<file path="config.mk">
export PLATFORM = sky130hd
export DESIGN_NAME = snri_port
export DESIGN_NICKNAME = d
export VERILOG_FILES = /design/src/rtl/snri_pkg.sv /design/src/rtl/snri_sync.sv /design/src/rtl/snri_regmap.sv /design/src/rtl/snri_port.sv
export SDC_FILE = /design/constraint.sdc
export NUM_CORES = 1
export LEC_CHECK = 0
export BUFFER_PORTS_ARGS = -buffer_cell sky130_fd_sc_hd__buf_4
export CORE_MARGIN = 2
export CORE_UTILIZATION = 49
export DETAILED_ROUTE_END_ITERATION = 10
export PLACE_DENSITY = 0.79
export SETUP_SLACK_MARGIN = 0.4
export SLEW_MARGIN = 20
export SYNTH_ARGS = -nofsm -noshare
export SYNTH_HDL_FRONTEND = slang
export SYNTH_SLANG_ARGS = --single-unit
</file>
<file path="constraint.sdc">
create_clock -name clk -period 5.45 [get_ports clk]
set_clock_uncertainty 0.05 [all_clocks]
set_input_delay 0 -clock clk [delete_from_list [all_inputs] [get_ports clk]]
set_output_delay 0 -clock clk [all_outputs]
set_load 0.01 [all_outputs]
</file>
<file path="src/rtl/snri_pkg.sv">
package snri_pkg;

    localparam int NIB_W     = 4;
    localparam int ADDR_W    = 4;
    localparam int DIGITS    = 13;
    localparam int CNT_W     = $clog2(NIB_W);
    localparam logic [ADDR_W-1:0] CTRL_ADDR = '1;

    typedef enum logic [1:0] {
        PH_ADDR = 2'd0,
        PH_DATA = 2'd1,
        PH_DONE = 2'd2
    } phase_e;

    typedef struct packed {
        phase_e              phase;
        logic [CNT_W-1:0]    cnt;
        logic [NIB_W-1:0]    shreg;
        logic [ADDR_W-1:0]   addr;
        logic                rd;
        logic                sdo;
        logic                sclk_prev;
    } port_state_t;

    typedef struct packed {
        logic       sys;
        logic [1:0] mode;
    } ctrl_state_t;

endpackage

</file>
<file path="src/rtl/snri_sync.sv">
module snri_sync #(
    parameter int WIDTH  = 4,
    parameter int STAGES = 2
) (
    input  logic             clk,
    input  logic             rst_n,
    input  logic [WIDTH-1:0] din,
    output logic [WIDTH-1:0] dout
);

    logic [WIDTH-1:0] stg_q [STAGES];
    logic [WIDTH-1:0] stg_d [STAGES];

    always_comb begin
        stg_d[0] = din;
        for (int k = 1; k < STAGES; k++) begin
            stg_d[k] = stg_q[k-1];
        end
    end

    always_ff @(posedge clk or negedge rst_n) begin
        if (!rst_n) begin
            for (int k = 0; k < STAGES; k++) begin
                stg_q[k] <= '0;
            end
        end else begin
            for (int k = 0; k < STAGES; k++) begin
                stg_q[k] <= stg_d[k];
            end
        end
    end

    assign dout = stg_q[STAGES-1];

endmodule

</file>
<file path="src/rtl/snri_regmap.sv">
module snri_regmap
    import snri_pkg::*;
(
    input  logic                    clk,
    input  logic                    rst_n,
    input  logic [ADDR_W-1:0]       rd_addr,
    input  logic                    wr_en,
    input  logic [ADDR_W-1:0]       wr_addr,
    input  logic [NIB_W-1:0]        wr_data,
    input  logic [DIGITS*NIB_W-1:0] digits,
    output logic [NIB_W-1:0]        rdata
);

    ctrl_state_t ctrl_d, ctrl_q;
    logic        unused_wr_bit2;

    assign unused_wr_bit2 = wr_data[2];

    always_comb begin
        ctrl_d = ctrl_q;
        if (wr_en && wr_addr == CTRL_ADDR) begin
            ctrl_d.mode = wr_data[1:0];
            ctrl_d.sys  = wr_data[3];
        end
    end

    always_ff @(posedge clk or negedge rst_n) begin
        if (!rst_n) ctrl_q <= '0;
        else        ctrl_q <= ctrl_d;
    end

    always_comb begin
        rdata = '0;
        if (rd_addr == CTRL_ADDR) begin
            rdata = {ctrl_q.sys, 1'b0, ctrl_q.mode};
        end else if (ctrl_q.mode == 2'd0) begin
            for (int i = 0; i < DIGITS; i++) begin
                if (rd_addr == ADDR_W'(i)) rdata = digits[i*NIB_W +: NIB_W];
            end
        end
    end

    // Control state moves only on a write aimed at the control address.
    assert_ctrl_hold_R6: assert property (@(posedge clk) disable iff (!rst_n)
        !(wr_en && wr_addr == CTRL_ADDR) |=> $stable(ctrl_q));

    // At most one commit per transfer.
    assert_single_commit_R7: assert property (@(posedge clk) disable iff (!rst_n)
        wr_en |=> !wr_en);

endmodule

</file>
<file path="src/rtl/snri_port.sv">
module snri_port
    import snri_pkg::*;
#(
    parameter int SYNC_STAGES = 2
) (
    input  logic        clk,
    input  logic        rst_n,
    input  logic        cs_i,
    input  logic        sclk_i,
    input  logic        sdi_i,
    input  logic        dir_i,
    input  logic [51:0] time_digits_i,
    output logic        sdo_o
);

    logic [3:0]        sync_out;
    logic              cs_s, sclk_s, sdi_s, dir_s;
    port_state_t       s_d, s_q;
    logic              rise;
    logic [NIB_W-1:0]  shift_in;
    logic [NIB_W-1:0]  rdata;
    logic              wr_en;
    localparam logic [CNT_W-1:0] LAST = CNT_W'(NIB_W - 1);

    snri_sync #(.WIDTH(4), .STAGES(SYNC_STAGES)) i_sync (
        .clk  (clk),
        .rst_n(rst_n),
        .din  ({dir_i, sdi_i, sclk_i, cs_i}),
        .dout (sync_out)
    );

    assign {dir_s, sdi_s, sclk_s, cs_s} = sync_out;

    always_comb begin
        s_d          = s_q;
        wr_en        = 1'b0;
        s_d.sclk_prev = sclk_s;
        rise         = sclk_s & ~s_q.sclk_prev;
        shift_in     = {sdi_s, s_q.shreg[NIB_W-1:1]};
        if (!cs_s) begin
            s_d.phase = PH_ADDR;
            s_d.cnt   = '0;
            s_d.shreg = '0;
            s_d.sdo   = 1'b0;
            s_d.rd    = dir_s;
        end else if (rise) begin
            case (s_q.phase)
                PH_ADDR: begin
                    s_d.shreg = shift_in;
                    s_d.cnt   = s_q.cnt + 1'b1;
                    if (s_q.cnt == LAST) begin
                        s_d.addr  = shift_in;
                        s_d.phase = PH_DATA;
                        s_d.cnt   = '0;
                        s_d.shreg = '0;
                    end
                end
                PH_DATA: begin
                    s_d.shreg = shift_in;
                    s_d.sdo   = s_q.rd & rdata[s_q.cnt];
                    s_d.cnt   = s_q.cnt + 1'b1;
                    if (s_q.cnt == LAST) begin
                        wr_en     = ~s_q.rd;
                        s_d.phase = PH_DONE;
                    end
                end
                default: ;
            endcase
        end
    end

    always_ff @(posedge clk or negedge rst_n) begin
        if (!rst_n) s_q <= '0;
        else        s_q <= s_d;
    end

    snri_regmap i_regmap (
        .clk    (clk),
        .rst_n  (rst_n),
        .rd_addr(s_q.addr),
        .wr_en  (wr_en),
        .wr_addr(s_q.addr),
        .wr_data(shift_in),
        .digits (time_digits_i),
        .rdata  (rdata)
    );

    assign sdo_o = s_q.sdo;

    assert_sdo_idle_R8: assert property (@(posedge clk) disable iff (!rst_n)
        !cs_s |=> !sdo_o);

    assert_addr_phase_idle_R8: assert property (@(posedge clk) disable iff (!rst_n)
        !cs_s |=> s_q.phase == PH_ADDR);

    assert_dir_frozen_R9: assert property (@(posedge clk) disable iff (!rst_n)
        (cs_s && $past(cs_s)) |-> $stable(s_q.rd));

    assert_done_quiet_R11: assert property (@(posedge clk) disable iff (!rst_n)
        (s_q.phase == PH_DONE && cs_s) |=> $stable(sdo_o));

endmodule

</file>
==> run metrics <==
r2r setup slk=3220 ps; setup_tns=0 ps; register area share after synthesis=0.382; crit path buf inv count=0; count of final hold-check violations=0; clock latency on the worst-skew pair=just over 300 ps; wire length on met2=2.05 mm; CP top delay family=simple AND/OR/NAND/NOR gates; total track usage=0.235; final count of pins violating max slew=0; initial core utilization=0.524; IO Count=59; drt wl/cell=15.0 um; critical path class=flop to flop; Worst setup startpoint=s_q[4]; post-layout util=0.689; first-pass GRT wire length=roughly 6.8 mm; worst r2r src=s_q[4]; startpoint type of the worst setup path=flop; Yosys cell types=45; Async S/R FF share, synth=1.00; DR vias=1516; CTS root buf=clkbuf_4; DP HPWL=3.11 mm; yosys warns=0; PwrDens=158 nW/um^2; cell count of the worst reg-to-reg path=5; Synth Register Bits=25; Worst-path clk slew=around 130 ps; post-CTS setup buffer count=0; ranking of synthesized cells by area=dfrtp_1, mux2_2, mux2i_1; Max FO, Critical Path=29; RSZ-0062 raised after global routing=false; crit path cell chain=or4b_2, a21oi_1, a2111o_1, o211ai_1, a22oi_1; Req. time, crit path=5640 ps; leakage=0.977 nW; internal power=0.261 mW; die height=61.8 um; # H-tree levels=1; PnR worst setup slack=roughly 3200 ps; Worst path max stage delay=between 700 and 800 ps; period utilization=0.409; Hold/Removal Path Class=input port to asynchronous set/reset pin; vias per std cell=5.59; RePlAce Congestion=roughly 0.85; Switching Power=0.0801 mW; # nets final=287; status=finished clean; WL met3=219 um; CTS tree=done; fmax=449 MHz; post-synthesis mux area share=0.166; final setup fails=0; initial drt markers=101; top_reg_cell synth=dfrtp_1; vias in the first global route=1496; core footprint=3130 sq um; area growth from synthesis to layout=31.5%; Avg Synthesized Cell Area=between 9 and 10 sq um; complex-gate fraction of the synthesized area=0.187; die area=about 3800 sq um; clock share of power=0.232; Tmin final=2230 ps; Synth Area in Adders=0.00763; clk buf depth=2; Worst-Margin Slew=815 ps; Synth Area in XOR/XNOR=0; pin count of the biggest net entering global routing=34; Max Cap Viol=0; DRC violations left=0; worst hold slack=55.2 ps; register share of total power=0.581; ANT nets after route=0; drt pass-1 iters=6; layout cell share with drive strength beyond 1=0.370; combinational power share=0.187; Highest Signal Layer=met4; slowest CP cell=or4b_2; syn nets=230; DP Cell Count=261; Cells after Synth=171; clock tree sinks=25; met1 WL=1.76 mm; worst slack at placement=3000 ps; max_slew headroom=0.456; top-area cell type share of the netlist area=0.382; die boundary width=61.8 um; CP endpoint kind=flop; VDD IR max=0.195 mV; synthesized area=1640 sq um; Routed Wire Length=4.07 mm; largest family of logic cells by synthesized area=simple AND/OR/NAND/NOR gates; initial antenna violation count=0; Arr. time, crit path=2410 ps; post-route insts no fill=roughly 270; Post-synth EDFFs=0; largest area contributor in the netlist=dfrtp_1; CTS Buf Count=3; Switching Fraction=0.235; simple-gate share of the synthesized area=0.206; port buffer count=between 50 and 60; Antenna diodes=0; total gr overflow=0; reg-to-reg endpoint=sdo_o; Site Rows=20
-- placed cells by master (no fill, tap or decap), types with 2 or more instances in the layout --
| cell | count |
|---|---|
| a211oi_1 | 4 |
| a21oi_1 | 10 |
| a22o_1 | 3 |
| a2bb2oi_1 | 2 |
| a31oi_1 | 2 |
| and3_2 | 2 |
| buf_4 | 58 |
| clkbuf_4 | 3 |
| dfrtp_1 | 25 |
| dlygate4sd3_1 | 5 |
| inv_1 | 6 |
| mux2_2 | 9 |
| mux2_4 | 3 |
| mux2i_1 | 8 |
| mux4_2 | 2 |
| nand2_1 | 11 |
| nand2b_1 | 5 |
| nand3_1 | 4 |
| nand4_1 | 4 |
| nor2_1 | 13 |
| nor2b_1 | 6 |
| nor3_1 | 3 |
| o21ai_0 | 12 |
| o21bai_1 | 2 |
| o32ai_1 | 2 |
| or3b_1 | 2 |
-- Yosys cell counts, types with 2 or more instances --
cell type  instances
a22o_1             3
a2bb2oi_1          2
clkbuf_1           3
inv_1              6
a211oi_1           4
or3b_1             2
and3_2             2
mux2i_1            8
mux2_4             3
nor2b_1            6
o32ai_1            2
nand3_1            4
a31oi_1            2
buf_2              8
nand4_1            4
nor2_1            13
dfrtp_1           25
mux2_2             9
nor3_1             3
nand2_1           11
mux4_2             2
o21bai_1           2
o21ai_0           12
nand2b_1           5
a21oi_1           10
-- repair_timing --
action / in CTS / in global routing
resized for setup: 0 / 0
endpoints found under the hold margin: 29 / 0
hold buffers: 5 / 0
-- worst max path at each step --
stage / to / slack (ps) / cells after the start
2_1_floorplan: i_regmap.ctrl_q[0] / 3620 / 4
3_3_place_gp: sdo_o / 3090 / 6
3_5_place_dp: sdo_o / 3000 / 6
4_1_cts: sdo_o / 2990 / 6
5_1_grt: sdo_o / 3040 / 7
6_report: sdo_o / 3220 / 5
-- state kept, by name, summed over array words and instances (netlist names) --
register         flops
s_q                 13
i_regmap.ctrl_q      3
i_sync.stg_d         4
i_sync.dout          4
sdo_o                1
-- through the flow --
stage | cell area (sq um) | power (mW)
floorplan | 1640 | 0.222
global placement | 2070 | 0.260
detailed placement | 2070 | 0.262
CTS | 2140 | 0.344
global route | 2160 | 0.362
finish | 2160 | 0.341
-- logic make-up (layout without fill, tap and decap cells) --
kind of cell,after synthesis,count (layout)
fa+ha+maj,1,1
buf+inv,18,74
compound gates,46,46
mux,22,22
simple gates,59,59
flops,25,25
-- cell type report --
class	count	area [sq um]
inverters	6	22.5
repair buffers	64	497
fillers	264	972
flip-flops and latches	25	626
clock buffers	3	22.5
multi-input cells	128	928
clock inverters	1	5.00
well taps	44	55.1
-- power groups by stage --
stage               Combinational [mW]  Sequential (mW)  Clock (mW)
floorplan                       0.0245            0.197           0
global placement                0.0587            0.201           0
detailed placement              0.0608            0.202           0
CTS                             0.0639            0.198      0.0826
global route                    0.0702            0.199      0.0928
finish                          0.0638            0.198      0.0790
-- layer usage --
metal	vias up	track usage
met3	4	0.0435
met1	717	0.308
met2	48	0.417
met4	0	0.0334
li1	747	-
met5	-	0
(Power assumes the default switching activity.)
